**src/rtl/audio_serial_rx.sv**
```systemverilog
module audio_serial_rx #(
  parameter int N_SLOTS   = 8,
  parameter int SLOT_BITS = 32,
  localparam int SW       = (N_SLOTS > 1) ? $clog2(N_SLOTS) : 1,
  localparam int AW       = $clog2(SLOT_BITS),
  localparam int TDM_BITS = N_SLOTS * SLOT_BITS,
  localparam int CW       = $clog2(TDM_BITS + SLOT_BITS + 2)
) (
  input  logic                 bclk,
  input  logic                 rst_n,
  input  logic                 frame_clk,
  input  logic                 ser_data,
  input  logic [2:0]           fmt_sel,
  output logic [SLOT_BITS-1:0] sample,
  output logic                 sample_valid,
  output logic [SW-1:0]        sample_slot,
  output logic                 fmt_unsupported
);
  localparam logic [2:0] F_LJ = 3'd0, F_I2S = 3'd1, F_RJ16 = 3'd2, F_RJ24 = 3'd3, F_TDM = 3'd6;

  logic [2:0]           mode;
  logic                 fc_q, armed;
  logic [CW-1:0]        cnt, cnt_nx, k, dt;
  logic [SLOT_BITS-1:0] acc, acc_nx, word_nx;
  logic [23:0]          sh;
  logic                 is_tdm, is_i2s, supported, rise, fall, start, bnd, chg;
  logic                 tdm_last, left, emit;
  logic [SW-1:0]        slot_nx;
  int                   rel;

  assign is_tdm    = (mode == F_TDM);
  assign is_i2s    = (mode == F_I2S);
  assign supported = (mode == F_LJ) || is_i2s || (mode == F_RJ16) || (mode == F_RJ24) || is_tdm;
  assign fmt_unsupported = !supported;

  assign rise  = frame_clk & ~fc_q;
  assign fall  = ~frame_clk & fc_q;
  assign start = is_tdm ? rise : (rise | fall);
  assign bnd   = is_i2s ? fall : rise;
  assign chg   = bnd && (fmt_sel != mode);

  assign k      = start ? '0 : cnt;
  assign dt     = k - CW'(1);
  assign cnt_nx = start ? CW'(1) : ((&cnt) ? cnt : cnt + CW'(1));
  assign left   = is_i2s ? !fc_q : fc_q;

  always_comb begin
    acc_nx   = acc;
    tdm_last = 1'b0;
    rel      = int'(k) - (is_i2s ? 1 : 0);
    if (is_tdm) begin
      if (k != '0 && k <= CW'(TDM_BITS)) begin
        if (dt[AW-1:0] == '0) acc_nx = '0;
        acc_nx[AW'(SLOT_BITS-1) - dt[AW-1:0]] = ser_data;
        tdm_last = (dt[AW-1:0] == AW'(SLOT_BITS-1));
      end
    end else begin
      if (start) acc_nx = '0;
      if (rel >= 0 && rel < 24) acc_nx[AW'(23 - rel)] = ser_data;
    end
  end

  always_comb begin
    case (mode)
      F_RJ16:  word_nx = SLOT_BITS'($signed(sh[15:0]));
      F_RJ24:  word_nx = SLOT_BITS'($signed(sh[23:0]));
      F_TDM:   word_nx = acc_nx;
      default: word_nx = SLOT_BITS'($signed(acc[23:0]));
    endcase
  end

  assign emit    = armed && (is_tdm ? tdm_last : (start && supported));
  assign slot_nx = is_tdm ? SW'(dt >> AW) : (left ? SW'(0) : SW'(1));

  always_ff @(posedge bclk) begin
    if (!rst_n) begin
      mode         <= F_I2S;
      fc_q         <= 1'b0;
      armed        <= 1'b0;
      cnt          <= '0;
      acc          <= '0;
      sh           <= '0;
      sample       <= '0;
      sample_valid <= 1'b0;
      sample_slot  <= '0;
    end else begin
      fc_q         <= frame_clk;
      sh           <= {sh[22:0], ser_data};
      cnt          <= cnt_nx;
      acc          <= acc_nx;
      sample_valid <= emit;
      if (emit) begin
        sample      <= word_nx;
        sample_slot <= slot_nx;
      end
      if (chg) begin
        mode  <= fmt_sel;
        armed <= 1'b0;
      end else if (start) begin
        armed <= 1'b1;
      end
    end
  end

  assert_reset_state_R1: assert property (@(posedge bclk) disable iff (!rst_n)
    $rose(rst_n) |-> (mode == F_I2S) && !sample_valid);

  assert_stereo_sext_R2: assert property (@(posedge bclk) disable iff (!rst_n)
    sample_valid && ($past(mode) != F_TDM) |->
      (sample[SLOT_BITS-1:23] == '0) || (sample[SLOT_BITS-1:23] == '1));

  assert_stereo_slot_R3: assert property (@(posedge bclk) disable iff (!rst_n)
    sample_valid && ($past(mode) != F_TDM) |-> sample_slot <= SW'(1));

  assert_rj16_sext_R4: assert property (@(posedge bclk) disable iff (!rst_n)
    sample_valid && ($past(mode) == F_RJ16) |->
      (sample[SLOT_BITS-1:15] == '0) || (sample[SLOT_BITS-1:15] == '1));

  assert_tdm_strobe_R6: assert property (@(posedge bclk) disable iff (!rst_n)
    sample_valid && ($past(mode) == F_TDM) |=> !sample_valid);

  assert_no_word_unsupported_R7: assert property (@(posedge bclk) disable iff (!rst_n)
    fmt_unsupported && $past(fmt_unsupported) |-> !sample_valid);

  assert_mode_at_edge_R8: assert property (@(posedge bclk) disable iff (!rst_n)
    (mode != $past(mode)) |-> ($past(frame_clk) != $past(fc_q)));
endmodule

```
**config.mk**
```make
export PLATFORM = sky130hd
export DESIGN_NAME = audio_serial_rx
export DESIGN_NICKNAME = d
export VERILOG_FILES = /design/src/rtl/audio_serial_rx.sv
export SDC_FILE = /design/constraint.sdc
export NUM_CORES = 1
export LEC_CHECK = 0
export BUFFER_PORTS_ARGS = -buffer_cell sky130_fd_sc_hd__buf_2
export CAP_MARGIN = 10
export CORE_MARGIN = 5
export CORE_UTILIZATION = 35
export CTS_CLUSTER_SIZE = 14
export DETAILED_ROUTE_END_ITERATION = 16
export GPL_TIMING_DRIVEN = 0
export SKIP_CTS_REPAIR_TIMING = 1
export SYNTH_ARGS = -nofsm -noshare
export SYNTH_HDL_FRONTEND = slang
export SYNTH_SLANG_ARGS = --single-unit
```
**constraint.sdc**
```tcl
create_clock -name bclk -period 4.72 [get_ports bclk]
set_input_delay 1.416 -clock bclk [delete_from_list [all_inputs] [get_ports bclk]]
set_output_delay 1.416 -clock bclk [all_outputs]
set_load 0.01 [all_outputs]
```
**Word-level counts from Yosys, hierarchy flattened**

Cells that the tools add are included.

- Bitwise gates (word level): 6
- Add/sub/neg operators: 5
- Order comparisons: 7
- Equal/unequal tests: 7
- Reduce and logical (&&, ||, !) cells: 19
- Muxes and demuxes: 26

Operator list:

| kind | count |
|---|---|
| two-way mux 32 bit | 8 |
| case mux 32 bit (3 select lines) | 1 |
| bitwise mux 32 bit | 2 |
| two-way mux 1 bit | 11 |
| demux 1 bit (select 5 bit) | 2 |
| greater-or-equal comparator 10 x 1 -> 1 bit (second input constant) | 1 |
| greater-or-equal comparator 5 x 1 -> 1 bit (second input constant) | 2 |
| less-than comparator 10 x 6 -> 1 bit (second input constant) | 1 |
| subtractor 5 bit (first input constant) | 2 |
| subtractor 9 x 1 -> 10 bit | 1 |
| adder 9 x 1 -> 9 bit (second input constant) | 1 |
| less-or-equal comparator 9 bit (second input constant) | 1 |
| two-way mux 9 bit | 1 |
| AND reduction 9 bit | 1 |
| nonzero test 9 bit | 1 |
| subtractor 8 x 1 -> 8 bit (second input constant) | 1 |
| logical AND 1 bit | 7 |
| less-than comparator 5 x 7 -> 1 bit (second input constant) | 1 |
| equality test 3 x 2 -> 1 bit (second input constant) | 2 |
| less-than comparator 5 x 6 -> 1 bit (second input constant) | 1 |
| equality test 5 bit (second input constant) | 1 |
| logical NOT 5 bit | 1 |
| logical OR 1 bit | 4 |
| OR reduction 2 bit | 2 |
| other kinds (10) | 14 |

- Bits of input ports: 7
- Register bits after elaboration: 106
- Word-level logic and storage cells: 80

**Depth between registers and ports, before layout**

- Word-level depth: 15
- Mapped depth: 18
- Depth with buffers taken out: 15

**Worst setup path before layout**

Ideal clock, no wire load.

- Kind: input to register
- From: in frame_clk
- To: reg acc[18]
- Stages: 15
- Path slack: 0.011 ns
- Arrival: 4.582 ns
- Data required time: 4.593 ns
- Cell sequence: ha_1 > buf_2 > and4b_1 > buf_2 > a21oi_4 > clkbuf_1 > nand2_1 > ha_1 > ha_1 > a32o_1 > ha_1 > nor2b_1 > nand2_1 > o211a_1 > or3_1

- Cells in the longest elaborated chain, start to end: 14
- Elaborated cells between the ends (all ways): 37
- Classes of those cells: add/sub (4); order compare (7); mux (16); bitwise (4); reduce/logical (6)

RTL lines:

| what | RTL line | RTL |
|---|---|---|
| start, declared | 11 | `input logic frame_clk,` |
| NOT 1 bit | 37 | `assign fall = ~frame_clk & fc_q;` |
| bitwise AND 1 bit | 37 |  |
| bitwise OR 1 bit | 38 | `assign start = is_tdm ? rise : (rise \| fall);` |
| two-way mux 1 bit (*) | 38 |  |
| two-way mux 9 bit | 42 | `assign k = start ? '0 : cnt;` |
| subtractor 9 x 1 -> 10 bit / subtractor 8 x 1 -> 8 bit (equally long branches) | 50, 43 |  |
| subtractor 5 bit (on tied branches) | 59, 54 |  |
| less-than comparator 5 x 7 -> 1 bit (not written as such) (tied with other cells) | 59 | `if (rel >= 0 && rel < 24) acc_nx[AW'(23 - rel)] = ser_data;` |
| logical AND 1 bit (on tied branches) | 59, 54 |  |
| two-way mux 1 bit (on tied branches) | 59, 54 |  |
| demux 1 bit (select 5 bit) (on tied branches) | 59, 54 |  |
| bitwise mux 32 bit (on tied branches) | 59, 54 |  |
| two-way mux 32 bit (on tied branches) | 59, 52 |  |
| two-way mux 32 bit (*) | 51 | `if (is_tdm) begin` |
| end signal, assigned | 90 | `acc <= acc_nx;` |
| end, declared | 24 | `logic [SLOT_BITS-1:0] acc, acc_nx, word_nx;` |

Mark *: on every way between the ends. The rest lies on a longest branch, timed or not. The select of a mux whose other input is x is not followed.
A chain may end at the register's enable or synchronous reset.

**Worst setup path after layout**

- From: in frame_clk
- To: reg acc[29]

Same word-level chain as after synthesis.

==> reports/results.tsv <==
stage	metric	value	unit
setup_path	CP delay by family, top	simple AND/OR/NAND/NOR gates	
cells_and_area	fill count	1765	
placed_design	worst slack, placed	-1.02	ns
floorplanning	I/O pins	44	
setup_path	Critical path buffers and inverters	5	
setup_path	CP cell instances	buf_2 > ha_1 > buf_6 > and4b_1 > clkbuf_4 > a21oi_4 > buf_4 > nand2_1 > ha_4 > clkbuf_1 > nor2b_1 > and3_1 > nand2_1 > or3_1 > o211ai_1	
sta	PnR worst setup slack	0.0800	ns
routing	DR WL/cell	22.8	microns
clocking	clk_lat worst skew	0.36	ns
setup_path	CP dominant cell by count	nand2_1	
setup_path	Setup CP Type	in2reg	
routing	vias per cell	6.09	
setup_path	reg-to-reg startpoint	fc_q$_SDFF_PN0_	
clocking	Clock transition at path regs	0.08	ns
grt	initial antenna violation count	0	
floorplanning	die area	20300	sq um
cells_and_area	# diodes	0	
grt	first-pass GRT wire length	37.3	mm
logic_synthesis	Synth cell types	75	
floorplanning	Die Wd	142	microns
logic_synthesis	sequential element share of the synthesized area	34.5	%
pwr	Peak VDD IR	275	uV
placed_design	Inst Count DP	1045	
floorplanning	num rows	48	
routing	Iteration-0 DRC Markers	915	
cells_and_area	Final #Nets	853	
sta	hold_ws	0.452	ns
placed_design	HPWL Detailed	18.1	mm
logic_synthesis	Async S/R FF share, synth	0	%
pwr	Design Power	0.00227	W
logic_synthesis	Area contributors post-synth	dfxtp_1, nand2_1, o311ai_0, nand3_1, nor2_1	
routing	DR DRC count	0	
setup_path	CP peak stage delay	0.52	ns
setup_path	critical path startpoint	frame_clk	
cells_and_area	final non-filler cell total	1066	
logic_synthesis	Synth Instances	777	
clocking	clock tree buffer depth	2	
sta	Slew headroom	32.5	%
sta	setup TNS	0	ns
pwr	pwr/cell area	320	nW/um^2
logic_synthesis	Synth Net Count	794	
cells_and_area	share of cells above drive strength 1	15.0	%
clocking	TritonCTS clock tree	done	
sta	FMAX	216	MHz
logic_synthesis	Post-synth EDFFs	0	
placed_design	I/O Buffers	43	
floorplanning	Initial Utilization	35.6	%
grt	GRT Total Usage	23.9	%
setup_path	Max Fanout on Critical Path	10	
grt	vias in the first global route	6132	
clocking	CTS root buf	clkbuf_16	
logic_synthesis	area leader, netlist	dfxtp_1	
logic_synthesis	Seq cells post-synth	106	
sta	# setup viols final	0	
cells_and_area	most frequent cells in the layout	dfxtp_1, nand2_1, nor2_1	
setup_path	Setup crit end kind	register	
floorplanning	Die Y	142	microns
setup_path	CP required	5.01	ns
clocking	clock buffer count from CTS	9	
worst_hold_path	worst hold path type	reg2reg	
cells_and_area	area grow syn2layout	15.3	%
sta	fin crit share	98.3	%
clocking	CTS H-tree lvls	3	
run	max-cap violations	0	
clocking	CTS Sinks	106	
placed_design	RePlAce Congestion	0.987	
status	status	finished, final reports clean	
grt	Overflow after GRT	0	
sta	clock period minus worst slack	4.64	ns
routing	final wirelength	24.3	mm
floorplanning	Core Region	17200	sq um
sta	clock skew	0.0142	ns
routing	vias	6489	
pwr	Leakage	2.56	nW
logic_synthesis	Mean Syn Cell Area	7.91	sq um
sta	Final Hold Vio Count	0	
logic_synthesis	most frequently used flop master after synthesis	dfxtp_1	
logic_synthesis	synth warn	0	
setup_path	Slowest cell on crit path	nor2b_1	
setup_path	arrival time worst endpoint	4.93	ns
routing	remaining antenna violation count	0	
cells_and_area	most common cell after layout, fill and taps aside	dfxtp_1	
setup_path	CP startpoint kind	input port	
sta	Slew @ Worst Pin	1.01	ns
grt	largest net degree at the start of global routing	20	
sta	Final Max Tran Viols	0	
logic_synthesis	Post-Synthesis Cell Area	6140	sq um
routing	TritonRoute pass-1 iters	6	
worst_hold_path	hold_sp	sample[16]$_SDFFE_PN0P_	
logic_synthesis	Yosys top cell area share	34.5	%
## stage by stage
| step | util (%) | area, sq um |
|---|---|---|
| after floorplan | - | 6140 |
| after global placement | 38.5 | 6640 |
| after detailed placement | 38.5 | 6640 |
| after CTS | 40.2 | 6930 |
| after global routing | 41.1 | 7080 |
| final | 41.1 | 7080 |
## synthesized netlist by cell type (13+ instances only)
cell type	count
clkbuf_1	41
buf_2	20
o22ai_1	24
a21oi_1	24
mux2i_1	18
inv_1	13
nand3_1	57
and2_1	26
dfxtp_1	106
o311ai_0	36
nand2_1	92
o211ai_1	34
nor2_1	75
o21ai_0	21
## worst min-delay path: cells and delay by family (launching register included)
family | cells | cell delay (ns)
DFF | 1 | 0.31
and+or+nand+nor | 1 | 0.05
AOI/OAI and AO/OA | 1 | 0.05
## cell families after synthesis
kind of cell	Yosys count	share of synthesized area [%]
AOI/OAI and AO/OA	200	24.1
xor gates and xnor gates	15	2.14
adders and majority gates	10	2.04
buffers and inverters	82	5.60
DFF	106	34.5
muxes	19	3.12
and+or+nand+nor	345	28.4
## where the power goes
group          total [W]  switching (W)  internal [W]
Sequential      0.000944      0.0000188      0.000925
Clock           0.000766       0.000395      0.000372
Combinational   0.000558       0.000374      0.000184
## final timing paths
check / end / depth (start not counted) / slack (ns)
worst min register to register: sample[16]$_SDFFE_PN0P_ / 2 / 0.45
worst min-delay path: sample[16]$_SDFFE_PN0P_ / 2 / 0.45
worst max register to register: acc[29]$_SDFF_PN0_ / 15 / 0.81
worst max-delay path: acc[29]$_SDFF_PN0_ / 15 / 0.08
## flip-flops by register name, summed over array words and instances, names as in the netlist
signal / cells
sample_slot: 3
sample: 32
fc_q: 1
acc: 32
mode: 3
sh: 24
armed: 1
cnt: 9
sample_valid: 1
## metal layers
layer	wire, microns	part of all wire (%)	track usage, %
met5	0	0	0
met4	1260	5.2	12.1
met3	2170	8.9	4.97
met2	10500	43	35.8
met1	10400	43	32.5
## area by class of cell
| type | count | area (sq um) | area share (%) |
|---|---|---|---|
| Inverter | 13 | 48.8 | 0.689 |
| Buffer | 68 | 308 | 4.34 |
| Clock inverter | 6 | 61.3 | 0.865 |
| Multi-Input combinational cell | 589 | 3770 | 53.3 |
| Tap cell | 225 | 282 | 3.97 |
| Timing Repair Buffer | 49 | 260 | 3.67 |
| Sequential cell | 106 | 2120 | 30.0 |
| Clock buffer | 10 | 229 | 3.23 |
Power figures use the tool's default switching activity.
